## config.mk

```make
export PLATFORM = sky130hd
export DESIGN_NAME = refill_engine
export DESIGN_NICKNAME = d
export VERILOG_FILES = /design/src/rtl/refill_pkg.sv /design/src/rtl/refill_bank_timer.sv /design/src/rtl/refill_seq.sv /design/src/rtl/refill_return.sv /design/src/rtl/refill_cycle_counter.sv /design/src/rtl/refill_engine.sv
export SDC_FILE = /design/constraint.sdc
export NUM_CORES = 1
export LEC_CHECK = 0
export BUFFER_PORTS_ARGS = -buffer_cell sky130_fd_sc_hd__buf_4
export CORE_UTILIZATION = 45
export DETAILED_ROUTE_END_ITERATION = 10
export GPL_TIMING_DRIVEN = 0
export PLACE_DENSITY = 0.73
export SLEW_MARGIN = 15
export SYNTH_ARGS = -nofsm -noshare
export SYNTH_HDL_FRONTEND = slang
export SYNTH_SLANG_ARGS = --single-unit
```

## constraint.sdc

```tcl
create_clock -name clk -period 2.63 [get_ports clk]
set_clock_uncertainty 0.15 [all_clocks]
set_input_delay 0 -clock clk [delete_from_list [all_inputs] [get_ports clk]]
set_output_delay 0 -clock clk [all_outputs]
set_load 0.03 [all_outputs]
```

## src/rtl/refill_pkg.sv

```systemverilog
// Shared types for the refill engine: memory organization selector and
// control states. Assumes nothing beyond IEEE 1800-2017 elaboration.
package refill_pkg;

    typedef enum logic [1:0] {
        ORG_SINGLE      = 2'd0,
        ORG_PAGE        = 2'd1,
        ORG_INTERLEAVED = 2'd2
    } org_e;

    typedef enum logic [1:0] {
        ST_IDLE,
        ST_SEND,
        ST_WAIT,
        ST_DRAIN
    } state_e;

    // Number of banks the chosen organization needs for a block.
    function automatic int bank_count(org_e org, int words);
        return (org == ORG_INTERLEAVED) ? words : 1;
    endfunction

    // Bits needed to hold a word position (at least one).
    function automatic int index_width(int words);
        return (words > 1) ? $clog2(words) : 1;
    endfunction

endpackage

```

## src/rtl/refill_bank_timer.sv

```systemverilog
// Access timer of one memory bank. A load pulse arms it with the access
// length; it counts down and flags the final cycle of the access, the
// cycle in which the bank's read data is valid and gets captured.
// Assumes load_len >= 1 and that load may coincide with fin (back-to-back).
module refill_bank_timer #(
    parameter int LEN_W = 5
) (
    input  logic             clk,
    input  logic             rst_n,
    input  logic             load,
    input  logic [LEN_W-1:0] load_len,
    output logic             fin
);

    logic [LEN_W-1:0] remain;

    // Down-counter: reload on start, otherwise count the access down to zero.
    always_ff @(posedge clk) begin
        if (!rst_n) begin
            remain <= '0;
        end else if (load) begin
            remain <= load_len;
        end else if (remain != '0) begin
            remain <= remain - 1'b1;
        end
    end

    // Last cycle of the access.
    assign fin = (remain == LEN_W'(1));

endmodule

```

## src/rtl/refill_seq.sv

```systemverilog
// Refill control. Takes a miss when idle, sends the address for one cycle,
// starts bank accesses, and in the single-bank organizations launches the
// next word's access in the same cycle the previous one finishes, so the
// bus return of one word overlaps the next access. Assumes all banks are
// loaded together so a single combined finish flag suffices.
module refill_seq
    import refill_pkg::*;
#(
    parameter org_e ORG      = ORG_SINGLE,
    parameter int   WORDS    = 4,
    parameter int   T_ACCESS = 25,
    parameter int   T_PAGE   = 8,
    parameter int   LEN_W    = 5,
    parameter int   IDX_W    = 2
) (
    input  logic             clk,
    input  logic             rst_n,
    input  logic             miss_valid,
    input  logic             fin_all,
    input  logic             fill_done,
    output logic             miss_ready,
    output logic             accept,
    output logic             busy,
    output logic             load,
    output logic [LEN_W-1:0] load_len,
    output logic [IDX_W-1:0] issue_idx,
    output logic [IDX_W-1:0] acc_ptr
);

    localparam logic [IDX_W-1:0] LAST_IDX  = IDX_W'(WORDS - 1);
    localparam logic [LEN_W-1:0] LEN_FIRST = LEN_W'(T_ACCESS);
    localparam logic [LEN_W-1:0] LEN_NEXT  =
        (ORG == ORG_PAGE) ? LEN_W'(T_PAGE) : LEN_W'(T_ACCESS);

    state_e state, state_nx;
    logic   last_access;

    // Interleaved mode fetches everything in one access round.
    assign last_access = (ORG == ORG_INTERLEAVED) || (acc_ptr == LAST_IDX);
    assign busy        = (state != ST_IDLE);

    // Next-state and strobe decode.
    always_comb begin
        state_nx   = state;
        miss_ready = 1'b0;
        accept     = 1'b0;
        load       = 1'b0;
        load_len   = LEN_FIRST;
        issue_idx  = '0;
        case (state)
            ST_IDLE: begin
                miss_ready = 1'b1;
                if (miss_valid) begin
                    accept   = 1'b1;
                    state_nx = ST_SEND;
                end
            end
            ST_SEND: begin
                load     = 1'b1;
                state_nx = ST_WAIT;
            end
            ST_WAIT: begin
                if (fin_all) begin
                    if (last_access) begin
                        state_nx = ST_DRAIN;
                    end else begin
                        load      = 1'b1;
                        load_len  = LEN_NEXT;
                        issue_idx = acc_ptr + 1'b1;
                    end
                end
            end
            ST_DRAIN: begin
                if (fill_done) begin
                    state_nx = ST_IDLE;
                end
            end
            default: state_nx = ST_IDLE;
        endcase
    end

    // State register.
    always_ff @(posedge clk) begin
        if (!rst_n) begin
            state <= ST_IDLE;
        end else begin
            state <= state_nx;
        end
    end

    // Index of the word whose access is in flight.
    always_ff @(posedge clk) begin
        if (!rst_n) begin
            acc_ptr <= '0;
        end else if (accept) begin
            acc_ptr <= '0;
        end else if ((state == ST_WAIT) && fin_all && !last_access) begin
            acc_ptr <= acc_ptr + 1'b1;
        end
    end

endmodule

```

## src/rtl/refill_return.sv

```systemverilog
// Word return path. Captures bank data in the final access cycle and
// presents it on the one-word bus in the next cycle. In interleaved mode
// all lanes are captured at once and then walked out one per cycle.
// Assumes BANKS == WORDS in interleaved mode and BANKS == 1 otherwise.
module refill_return
    import refill_pkg::*;
#(
    parameter org_e ORG    = ORG_SINGLE,
    parameter int   WORDS  = 4,
    parameter int   BANKS  = 1,
    parameter int   DATA_W = 32,
    parameter int   IDX_W  = 2
) (
    input  logic                    clk,
    input  logic                    rst_n,
    input  logic                    fin_all,
    input  logic [IDX_W-1:0]        acc_ptr,
    input  logic [BANKS*DATA_W-1:0] bank_rdata,
    output logic                    fill_valid,
    output logic [IDX_W-1:0]        fill_index,
    output logic [DATA_W-1:0]       fill_data,
    output logic                    fill_done
);

    localparam logic [IDX_W-1:0] LAST_IDX = IDX_W'(WORDS - 1);

    logic              valid_q;
    logic [IDX_W-1:0]  idx_q;

    generate
        if (ORG == ORG_INTERLEAVED) begin : g_walk
            logic [DATA_W-1:0] hold [BANKS];

            // Capture every bank lane when the common access ends.
            always_ff @(posedge clk) begin
                if (!rst_n) begin
                    for (int b = 0; b < BANKS; b++) hold[b] <= '0;
                end else if (fin_all) begin
                    for (int b = 0; b < BANKS; b++)
                        hold[b] <= bank_rdata[b*DATA_W +: DATA_W];
                end
            end

            // Walk the captured words out, one per cycle, from index 0.
            always_ff @(posedge clk) begin
                if (!rst_n) begin
                    valid_q <= 1'b0;
                    idx_q   <= '0;
                end else if (fin_all) begin
                    valid_q <= 1'b1;
                    idx_q   <= acc_ptr;
                end else if (valid_q && (idx_q != LAST_IDX)) begin
                    valid_q <= 1'b1;
                    idx_q   <= idx_q + 1'b1;
                end else begin
                    valid_q <= 1'b0;
                end
            end

            assign fill_data = hold[idx_q];
        end else begin : g_serial
            logic [DATA_W-1:0] hold;

            // Capture the single bank's word when its access ends.
            always_ff @(posedge clk) begin
                if (!rst_n) begin
                    hold <= '0;
                end else if (fin_all) begin
                    hold <= bank_rdata[DATA_W-1:0];
                end
            end

            // One-cycle strobe tagged with the finished word's index.
            always_ff @(posedge clk) begin
                if (!rst_n) begin
                    valid_q <= 1'b0;
                    idx_q   <= '0;
                end else begin
                    valid_q <= fin_all;
                    if (fin_all) idx_q <= acc_ptr;
                end
            end

            assign fill_data = hold;
        end
    endgenerate

    assign fill_valid = valid_q;
    assign fill_index = idx_q;
    assign fill_done  = valid_q && (idx_q == LAST_IDX);

endmodule

```

## src/rtl/refill_cycle_counter.sv

```systemverilog
// Miss penalty measurement. Counts 1 in the cycle after acceptance and one
// more each busy cycle; the value in the last-word cycle is latched as the
// penalty. Assumes PENALTY_W covers the slowest organization.
module refill_cycle_counter #(
    parameter int PENALTY_W = 16
) (
    input  logic                 clk,
    input  logic                 rst_n,
    input  logic                 accept,
    input  logic                 busy,
    input  logic                 done,
    output logic [PENALTY_W-1:0] penalty
);

    logic [PENALTY_W-1:0] elapsed;

    // Running count of refill cycles.
    always_ff @(posedge clk) begin
        if (!rst_n) begin
            elapsed <= '0;
        end else if (accept) begin
            elapsed <= PENALTY_W'(1);
        end else if (busy) begin
            elapsed <= elapsed + 1'b1;
        end
    end

    // Hold the count seen in the final word's cycle.
    always_ff @(posedge clk) begin
        if (!rst_n) begin
            penalty <= '0;
        end else if (done) begin
            penalty <= elapsed;
        end
    end

endmodule

```

## src/rtl/refill_engine.sv

```systemverilog
// Cache block refill engine. Aligns the miss address to the block, drives
// bank start strobes and addresses, times each bank with its own counter,
// returns words one per clock and reports the refill length in cycles.
// Assumes external banks latch mem_addr (+ lane offset) on their start
// strobe and hold their read lane until the next start.
module refill_engine
    import refill_pkg::*;
#(
    parameter org_e ORG         = ORG_SINGLE,
    parameter int   BLOCK_WORDS = 4,
    parameter int   DATA_W      = 32,
    parameter int   ADDR_W      = 32,
    parameter int   T_ACCESS    = 25,
    parameter int   T_PAGE      = 8,
    parameter int   PENALTY_W   = 16,
    localparam int  BANKS       = bank_count(ORG, BLOCK_WORDS),
    localparam int  IDX_W       = index_width(BLOCK_WORDS)
) (
    input  logic                    clk,
    input  logic                    rst_n,
    input  logic                    miss_valid,
    input  logic [ADDR_W-1:0]       miss_addr,
    output logic                    miss_ready,
    output logic [BANKS-1:0]        mem_start,
    output logic [ADDR_W-1:0]       mem_addr,
    input  logic [BANKS*DATA_W-1:0] mem_rdata,
    output logic                    fill_valid,
    output logic [IDX_W-1:0]        fill_index,
    output logic [DATA_W-1:0]       fill_data,
    output logic                    fill_done,
    output logic [PENALTY_W-1:0]    penalty
);

    localparam int T_MAX      = (T_ACCESS > T_PAGE) ? T_ACCESS : T_PAGE;
    localparam int LEN_W      = $clog2(T_MAX + 1);
    localparam int WORD_BYTES = DATA_W / 8;
    localparam int BYTE_SH    = $clog2(WORD_BYTES);
    localparam logic [ADDR_W-1:0] BLOCK_MASK = ADDR_W'(BLOCK_WORDS * WORD_BYTES - 1);

    logic             accept;
    logic             busy;
    logic             load;
    logic [LEN_W-1:0] load_len;
    logic [IDX_W-1:0] issue_idx;
    logic [IDX_W-1:0] acc_ptr;
    logic [BANKS-1:0] bank_fin;
    logic             fin_all;
    logic [ADDR_W-1:0] block_base;

    // Block-aligned base address captured with the miss.
    always_ff @(posedge clk) begin
        if (!rst_n) begin
            block_base <= '0;
        end else if (accept) begin
            block_base <= miss_addr & ~BLOCK_MASK;
        end
    end

    assign mem_addr  = block_base + (ADDR_W'(issue_idx) << BYTE_SH);
    assign mem_start = {BANKS{load}};
    assign fin_all   = &bank_fin;

    refill_seq #(
        .ORG      (ORG),
        .WORDS    (BLOCK_WORDS),
        .T_ACCESS (T_ACCESS),
        .T_PAGE   (T_PAGE),
        .LEN_W    (LEN_W),
        .IDX_W    (IDX_W)
    ) u_seq (
        .clk        (clk),
        .rst_n      (rst_n),
        .miss_valid (miss_valid),
        .fin_all    (fin_all),
        .fill_done  (fill_done),
        .miss_ready (miss_ready),
        .accept     (accept),
        .busy       (busy),
        .load       (load),
        .load_len   (load_len),
        .issue_idx  (issue_idx),
        .acc_ptr    (acc_ptr)
    );

    generate
        for (genvar b = 0; b < BANKS; b++) begin : g_bank
            refill_bank_timer #(
                .LEN_W (LEN_W)
            ) u_timer (
                .clk      (clk),
                .rst_n    (rst_n),
                .load     (mem_start[b]),
                .load_len (load_len),
                .fin      (bank_fin[b])
            );
        end
    endgenerate

    refill_return #(
        .ORG    (ORG),
        .WORDS  (BLOCK_WORDS),
        .BANKS  (BANKS),
        .DATA_W (DATA_W),
        .IDX_W  (IDX_W)
    ) u_return (
        .clk        (clk),
        .rst_n      (rst_n),
        .fin_all    (fin_all),
        .acc_ptr    (acc_ptr),
        .bank_rdata (mem_rdata),
        .fill_valid (fill_valid),
        .fill_index (fill_index),
        .fill_data  (fill_data),
        .fill_done  (fill_done)
    );

    refill_cycle_counter #(
        .PENALTY_W (PENALTY_W)
    ) u_count (
        .clk     (clk),
        .rst_n   (rst_n),
        .accept  (accept),
        .busy    (busy),
        .done    (fill_done),
        .penalty (penalty)
    );

endmodule

```

# After elaboration in Yosys (flattened, before gate mapping)
# Cells that the tools add are included.
# W data, S select, Z words.
dict set report classes {
  eq_ne 10
  n_addsub 4
  n_bitwise 1
  n_reduce_logical 12
  muxes 18
}
# cell n
set ops {}
lappend ops {{$add A32 B4 Y32} 1}
lappend ops {{$add A16 B1 Y16 const B} 1}
lappend ops {{$mux W2} 7}
lappend ops {{$mux W5} 2}
lappend ops {{$eq A2 B2 Y1 const B} 4}
lappend ops {{$pmux W2 S4} 1}
lappend ops {{$mux W1} 7}
lappend ops {{$reduce_bool A2 Y1} 3}
lappend ops {{$eq A5 B1 Y1 const B} 1}
lappend ops {{$reduce_bool A5 Y1} 1}
lappend ops {{$sub A5 B1 Y5 const B} 1}
lappend ops {{$ne A2 B1 Y1 const B} 2}
lappend ops {{$ne A2 B2 Y1 const B} 2}
lappend ops {{$reduce_and A4 Y1} 1}
lappend ops {{$reduce_or A2 Y1} 2}
lappend ops {{$logic_and A1 B1 Y1} 3}
lappend ops {{$add A2 B1 Y2 const B} 1}
lappend ops {{$eq A2 B1 Y1 const B} 1}
lappend ops {{$logic_not A2 Y1} 1}
lappend ops {{$pmux W1 S2} 1}
lappend ops {{$logic_not A1 Y1} 1}
lappend ops {{$not A1 Y1} 1}
dict set report word_totals {
  wordCells 56
  register_bits 104
  in_bits 67
  output_inout_bits 86
}

# Depth between registers and ports, before layout
# Gate-level depths: netlist (run 1).
dict set report logic_depth {
  ltp_word 5
  mapped_depth 8
  mapped_depth_nobuf 6
}

# Hierarchy
# From an unflattened synthesis (run 1), not the netlist that was laid out.
dict set report hier_totals {
  cells_unflattened 413
  hier_area_um2 4428.0
}
# mod n_inst seq_area_each_um2 area_per_inst_um2 cells_each
set modules_own_cells {}
lappend modules_own_cells {refill_return 1 700.7 1348.8 112}
lappend modules_own_cells {refill_cycle_counter 1 640.6 1345.0 134}
lappend modules_own_cells {refill_engine 1 560.5 1093.5 92}
lappend modules_own_cells {refill_seq 1 80.1 341.6 41}
lappend modules_own_cells {refill_bank_timer 1 100.1 299.0 34}

# Worst setup path after synthesis (run 1)
# OpenSTA, ideal clock, no wires.
dict set report synth_timing {
  kind {register to register}
  start {register u_seq.state[0]}
  end {register u_count.elapsed[15]}
  period_less_slack_ns 2.425
  arrival_ns 2.215
  n_path_buf 2
  slack_ns 0.205
  required_time_ns 2.420
  path_stages_with_launch 9
  setup_time_ns 0.060
  cell_sequence {dfxtp_1 -> inv_1 -> ha_1 -> buf_6 -> nand3b_4 -> or4_1 -> buf_2 -> or4_1 -> nand2_1}
}
dict set report synth_between {
  elab_chain_len 3
  elab_cells_between_ends 4
  classes_between {mux: 1; reduce/logical: 3}
}
# element line_no
set synth_rtl {}
lappend synth_rtl {{start: declaration} refill_seq.sv:35} ;# state_e state, state_nx;
lappend synth_rtl {{start signal: assignment} refill_seq.sv:87} ;# state <= state_nx;
lappend synth_rtl {{$logic_not A2 Y1} refill_seq.sv:50} ;# case (state)
lappend synth_rtl {{$mux W1} refill_seq.sv:50}
lappend synth_rtl {{$reduce_or A2 Y1 (no line)} n/a}
lappend synth_rtl {{end signal: assignment} refill_cycle_counter.sv:24} ;# elapsed <= elapsed + 1'b1;
lappend synth_rtl {{end: declaration} refill_cycle_counter.sv:15} ;# logic [PENALTY_W-1:0] elapsed;
# Several ways; a longest one is shown, not always the timed one.
# A chain may end at the register's enable or synchronous reset.

# Final worst setup path (run 1)
dict set report layout_timing {
  start {register g_bank[0].u_timer.remain[0]}
  end {output mem_start}
}
dict set report layout_between {
  elab_chain_len 3
}
# element line_no
set layout_rtl {}
lappend layout_rtl {{start: declaration} refill_bank_timer.sv:15} ;# logic [LEN_W-1:0] remain;
lappend layout_rtl {{start signal: assignment} refill_bank_timer.sv:22} ;# remain <= load_len;
lappend layout_rtl {{start signal: assignment} refill_bank_timer.sv:24} ;# remain <= remain - 1'b1;
lappend layout_rtl {{$eq A5 B1 Y1} refill_bank_timer.sv:29} ;# assign fin = (remain == LEN_W'(1));
lappend layout_rtl {{$mux W1} refill_seq.sv:63} ;# if (fin_all) begin
lappend layout_rtl {{$pmux W1 S2} refill_seq.sv:50}
lappend layout_rtl {{end: declaration} refill_engine.sv:24} ;# output logic [BANKS-1:0] mem_start,
# Every way passes these cells.

==> flow_metrics.tcl, run 1 <==
set metrics [dict create \
    fin_crit_sh 0.935 \
    grt_usage 0.240 \
    p_total_w 0.00490 \
    drive_above_1_share 0.244 \
    worst_setup_path_end_kind "primary output" \
    powerDensity_nw_per_um2 783 \
    violations "design-rule violations" \
    worstSetupPathType "register to primary output" \
    portBuffers 146 \
    die_w_um 98.5 \
    rsz0062_at_grt "false" \
    tightest_slew_ns 0.557 \
    vias 3982 \
    r2r_end "u_count.elapsed[15]$_SDFFE_PP0P_" \
    crit_fanout 8 \
    yosysSeqAreaShare 0.497 \
    ys_warn_count 0 \
    hpwlAfterDp_um 7280 \
    die_y_um 98.5 \
    ctsRootBufferMaster "clkbuf_8" \
    fin_ws_ns 0.170 \
    ys_ff_latch 104 \
    critical_path_required_ns 2.48 \
    async_flop_share 0 \
    wire_per_inst_um 13.4 \
    fin_crit_ns 2.46 \
    drc 15 \
    drtIter0Drc 145 \
    r2r_cells 8 \
    hold_path.class "input pin to register" \
    clock_latency_ns 0.37 \
    synth_flop_cell "dfxtp_1" \
    grt_pass1_wl_um 18700 \
    hold_path_end "block_base[12]$_SDFFE_PN0P_" \
    synth_cell_type_count 44 \
    core_um2 8850 \
    start_kind "register" \
    finalSetupViolations 0 \
    clockBufferDepth 2 \
    reg2reg_slack_ns 0.21 \
    cts_tree "done" \
    cap_viol_max_count 0 \
    die-area_um2 9700 \
    final_cell_mix "170 x nand2_1, 149 x buf_4, 104 x dfxtp_1" \
    synth_edf_count 0 \
    final_cells 821 \
    grt_max_degree 18 \
    synth_top_area_frac 0.497 \
    clk_pin_slew_worst_paths_ns 0.11 \
    gp_congestion 0.816 \
    dpl.cell_count 741 \
    grt_pass1_vias 3961 \
    diodes 0 \
    hold_viol 0 \
    synthTopCellsByArea "dfxtp_1 50%, nand2_1 15%, a21boi_0 14%, ha_1 2.7%, clkbuf_1 2.1%" \
    r2r_start "u_seq.state[0]$_SDFFE_PN0P_" \
    start_util 0.473 \
    antenna_found_initial 0 \
    fin_nets 784 \
    dr.pass1.iters 10 \
    ios 153 \
    dp_slack_ns 0.238 \
    holdCritStartpoint "miss_addr[12]" \
    syn_area_um2 4190 \
    slew_headroom 0.628 \
    area_growth_pct 49.5 \
    rows 34 \
    tns_ns 0 \
    cts_buffers 9 \
    outcome "finished, violations left" \
    final_common_cell "nand2_1" \
    cp_data_arrival_time_ns 2.31 \
    grt_overflow_total 0 \
    max_freq_mhz 407 \
    htree_num_levels 3 \
    ant_nets 0 \
    wl_um 11000 \
    synth_top_cell_by_area "dfxtp_1" \
    syn_area_per_cell_um2 8.62 \
    cts.sinks 104 \
    p_leak_nw 2.64 \
    hold_depth 4 \
    ir_drop_mv 0.495 \
    viasPerCell 4.85 \
    synthCells 486 \
    slew_violations 0 \
]
-- worst max-delay path, stage by stage (launching register included) --
cell	delay (ns)
dfxtp_1	0.41
ha_1	0.19
or4b_1	0.42
buf_2	0.19
nor3b_4	0.27
o21ai_1	0.20
inv_1	0.09
buf_4	0.16
-- worst max-delay path by stage --
stage | startpoint | cells after the start | endpoint | slack [ns]
floorplan | u_seq.state[0]$_SDFFE_PN0P_ | 8 | u_count.elapsed[15]$_SDFFE_PP0P_ | 0.20
global placement | u_seq.state[0]$_SDFFE_PN0P_ | 8 | u_count.elapsed[15]$_SDFFE_PP0P_ | 0.28
detailed placement | u_seq.state[0]$_SDFFE_PN0P_ | 8 | u_count.elapsed[15]$_SDFFE_PP0P_ | 0.24
CTS | g_bank[0].u_timer.remain[0]$_SDFFE_PN0P_ | 7 | mem_start | 0.13
global route | g_bank[0].u_timer.remain[0]$_SDFFE_PN0P_ | 7 | mem_start | 0.01
finish | g_bank[0].u_timer.remain[0]$_SDFFE_PN0P_ | 7 | mem_start | 0.17
-- registers in the layout, summed over array words and instances (netlist names) --
signal,count
u_count.penalty,16
u_count.elapsed,16
u_return.fill_index,2
u_return.fill_data,32
u_seq.state,2
g_bank.u_timer.remain,5
block_base,28
u_return.fill_valid,1
u_seq.acc_ptr,2
-- power by group --
part           internal, W  switching, W  leakage [nW]
clock             0.000433      0.000556         0.104
sequential         0.00182      0.000167         0.846
combinational     0.000759       0.00116          1.69
-- synthesized netlist by cell type (3+ instances only) --
| cell type | instances |
|---|---|
| inv_1 | 10 |
| dfxtp_1 | 104 |
| ha_1 | 9 |
| mux2i_1 | 4 |
| nor2_1 | 13 |
| a21boi_1 | 3 |
| or4_1 | 4 |
| clkbuf_1 | 23 |
| a21oi_1 | 3 |
| a21boi_0 | 78 |
| or3_1 | 3 |
| nand2_1 | 170 |
| xnor2_1 | 9 |
| nand3_1 | 6 |
| o21ai_0 | 5 |
| o2111ai_1 | 3 |
| nor3_1 | 4 |
-- per-stage QoR --
step / hold WS [ns] / instance area [um2] / utilization
floorplan: -0.00508 / 4190 / -
global placement: 0.113 / 5420 / 0.613
detailed placement: 0.119 / 5420 / 0.613
CTS: 0.265 / 6250 / 0.707
global route: 0.284 / 6260 / 0.708
finish: 0.290 / 6260 / 0.708
-- metal layers --
layer	GRT usage	up-vias	share of wire
met1	0.306	1796	0.45
li1	-	2040	-
met3	0.0610	9	0.081
met5	0	-	0
met4	0.0723	0	0.010
met2	0.400	137	0.46
-- cell type report --
type	instances	area [um2]
buffer	30	130
clock buffer	12	165
clock inverter	4	35.0
fill	675	2590
inverter	11	41.3
multi-input combinational	342	1940
sequential	104	2080
tap	108	135
timing repair buffer	210	1730
-- repair_timing --
item / in CTS / in global routing
hold endpoints to repair: 64 / 0
endpoints found under the setup margin: 0 / 1
resized for setup: 0 / 0
hold buffers: 63 / 0
buffers inserted: 0 / 1
-- cells by family (layout without fill, tap and decap cells) --
family	after synthesis	count (layout)	synth area share
other	1	2	0.000895
and+or+nand+nor	218	218	0.229
AOI/OAI and AO/OA	98	98	0.173
muxes	4	4	0.00956
DFF	104	104	0.497
buffers and inverters	41	267	0.0409
adders and majority gates	9	9	0.0269
xor gates and xnor gates	11	11	0.0230
(Power assumes the default switching activity.)
==> inputs of run 2 (changes only) <==
- ABC_CLOCK_PERIOD_IN_PS: unset -> 2630
- CORE_UTILIZATION: 45 -> 49
- PLACE_DENSITY: 0.73 -> 0.78
- SETUP_SLACK_MARGIN: unset -> 0.4
==> flow_metrics.tcl, run 2 (synthesized netlist as in run 1, its figures left out) <==
set metrics [dict create \
    clockBufferDepth 2 \
    clock_power_share 0.186 \
    rows 33 \
    diodes 0 \
    clk_pin_slew_worst_paths_ns 0.10 \
    critPathMaxStageDelay_ns 0.46 \
    hold_viol 0 \
    drc 0 \
    cts_buffers 9 \
    ios 153 \
    dr.pass1.iters 4 \
    p_leak_nw 2.72 \
    seq_power_share 0.389 \
    rsz0062_at_grt "true" \
    max_freq_mhz 442 \
    ant_nets 0 \
    slowest_stage "or4b_4" \
    powerDensity_nw_per_um2 799 \
    slew_violations 0 \
    cts_tree "done" \
    grt_pass1_vias 3844 \
    final_common_cell "nand2_1" \
    slew_headroom 0.629 \
    fin_crit_sh 0.860 \
    cts.sinks 104 \
    outcome "completed" \
    hold_depth 4 \
    finalSetupViolations 0 \
    grt_usage 0.255 \
    hold_path.class "input pin to register" \
    ctsRootBufferMaster "clkbuf_8" \
    final_cell_mix "169 x nand2_1, 164 x buf_4, 100 x dfxtp_1" \
    cp_data_arrival_time_ns 2.11 \
    start_kind "register" \
    drive_above_1_share 0.286 \
    core_um2 8260 \
    fin_crit_ns 2.26 \
    path_cells "inv_2, ha_4, or4b_4, buf_6, nor3b_4, nor2b_4, buf_6" \
    wire_per_inst_um 14.2 \
    worst_setup_path_end_kind "primary output" \
    area_growth_pct 54.0 \
    vias 4165 \
    worstSetupPathType "register to primary output" \
    htree_num_levels 3 \
    antenna_found_initial 0 \
    ir_drop_mv 0.457 \
    clock_latency_ns 0.36 \
    power_switching_w 0.00196 \
    die_y_um 94.4 \
    fin_util 0.781 \
    viasPerCell 5.00 \
    portBuffers 146 \
    tns_ns 0 \
    start_util 0.507 \
    gp_congestion 0.819 \
    p_sw_frac 0.380 \
    path_common_cell "buf_6" \
    grt_max_degree 17 \
    drtIter0Drc 119 \
    grt_pass1_wl_um 17800 \
    crit_fanout 3 \
    largest_reg_flops 32 \
    cap_viol_max_count 0 \
    critical_path_required_ns 2.48 \
    fin_nets 800 \
    grt_overflow_total 0 \
    wl_um 11800 \
    die_w_um 94.4 \
    p_comb_frac 0.425 \
    r2r_cells 8 \
    hpwlAfterDp_um 7320 \
    tightest_slew_ns 0.556 \
    internal-power_w 0.00320 \
    die-area_um2 8920 \
]
==> run 2: critical path: cells and delay by family, from the launching register on <==
family / cells / cell delay (ns)
fa+ha+maj: 1 / 0.13
simple gates: 3 / 0.94
flops: 1 / 0.34
buf+inv: 3 / 0.34
==> run 2: final cells by class <==
class | count | area (um2)
Fill cell | 548 | 1810
Clock buffer | 10 | 128
Sequential cell | 104 | 2090
Inverter | 11 | 43.8
Buffer | 30 | 146
Multi-Input combinational cell | 342 | 2000
Timing Repair Buffer | 226 | 1860
Clock inverter | 5 | 58.8
Tap cell | 105 | 131
==> run 2: repair_timing <==
| item | in CTS | in global routing |
|---|---|---|
| hold buffers | 62 | 0 |
| buffers inserted | 11 | 7 |
| resized for setup | 14 | 11 |
| endpoints found under the hold margin | 65 | 0 |
| pin swaps | 1 | 6 |
| endpoints found under the setup margin | 4 | 18 |
==> run 2: path summary, 6_finish.rpt <==
check,from,endpoint,slack [ns]
worst max-delay path,g_bank[0].u_timer.remain[1]$_SDFFE_PP0P_,mem_addr[2],0.37
worst min-delay path,miss_addr[19],block_base[19]$_SDFFE_PN0P_,0.29
worst max register to register,u_seq.state[0]$_SDFFE_PN0P_,u_count.elapsed[13]$_SDFFE_PP0P_,0.44
worst min register to register,u_count.penalty[15]$_SDFFE_PN0P_,u_count.penalty[15]$_SDFFE_PN0P_,0.32
==> run 2: through the flow <==
step           power [W]  worst slack [ns]  hold WS (ns)  std cells  cell area (um2)
6_report         0.00515             0.368         0.286        833             6450
2_1_floorplan    0.00324             0.424      -0.00508        487             4210
3_3_place_gp     0.00382             0.393         0.112        738             5430
3_5_place_dp     0.00388             0.362         0.120        738             5430
5_1_grt          0.00544             0.314         0.301        833             6450
4_1_cts          0.00503             0.390         0.288        826             6370
==> run 2: power groups by stage <==
stage,clock network [W],logic [W],registers (W)
global placement,0,0.00181,0.00202
CTS,0.000974,0.00207,0.00199
finish,0.000961,0.00219,0.00200
detailed placement,0,0.00185,0.00203
floorplan,0,0.000840,0.00239
global route,0.00104,0.00237,0.00203
==> run 2: routing by layer <==
layer | track usage | share of wire | vias up
met3 | 0.0483 | 0.065 | 17
met4 | 0.0833 | 0.016 | 0
met1 | 0.303 | 0.43 | 1925
li1 | - | - | 2070
met5 | 0 | 0 | -
met2 | 0.458 | 0.49 | 153
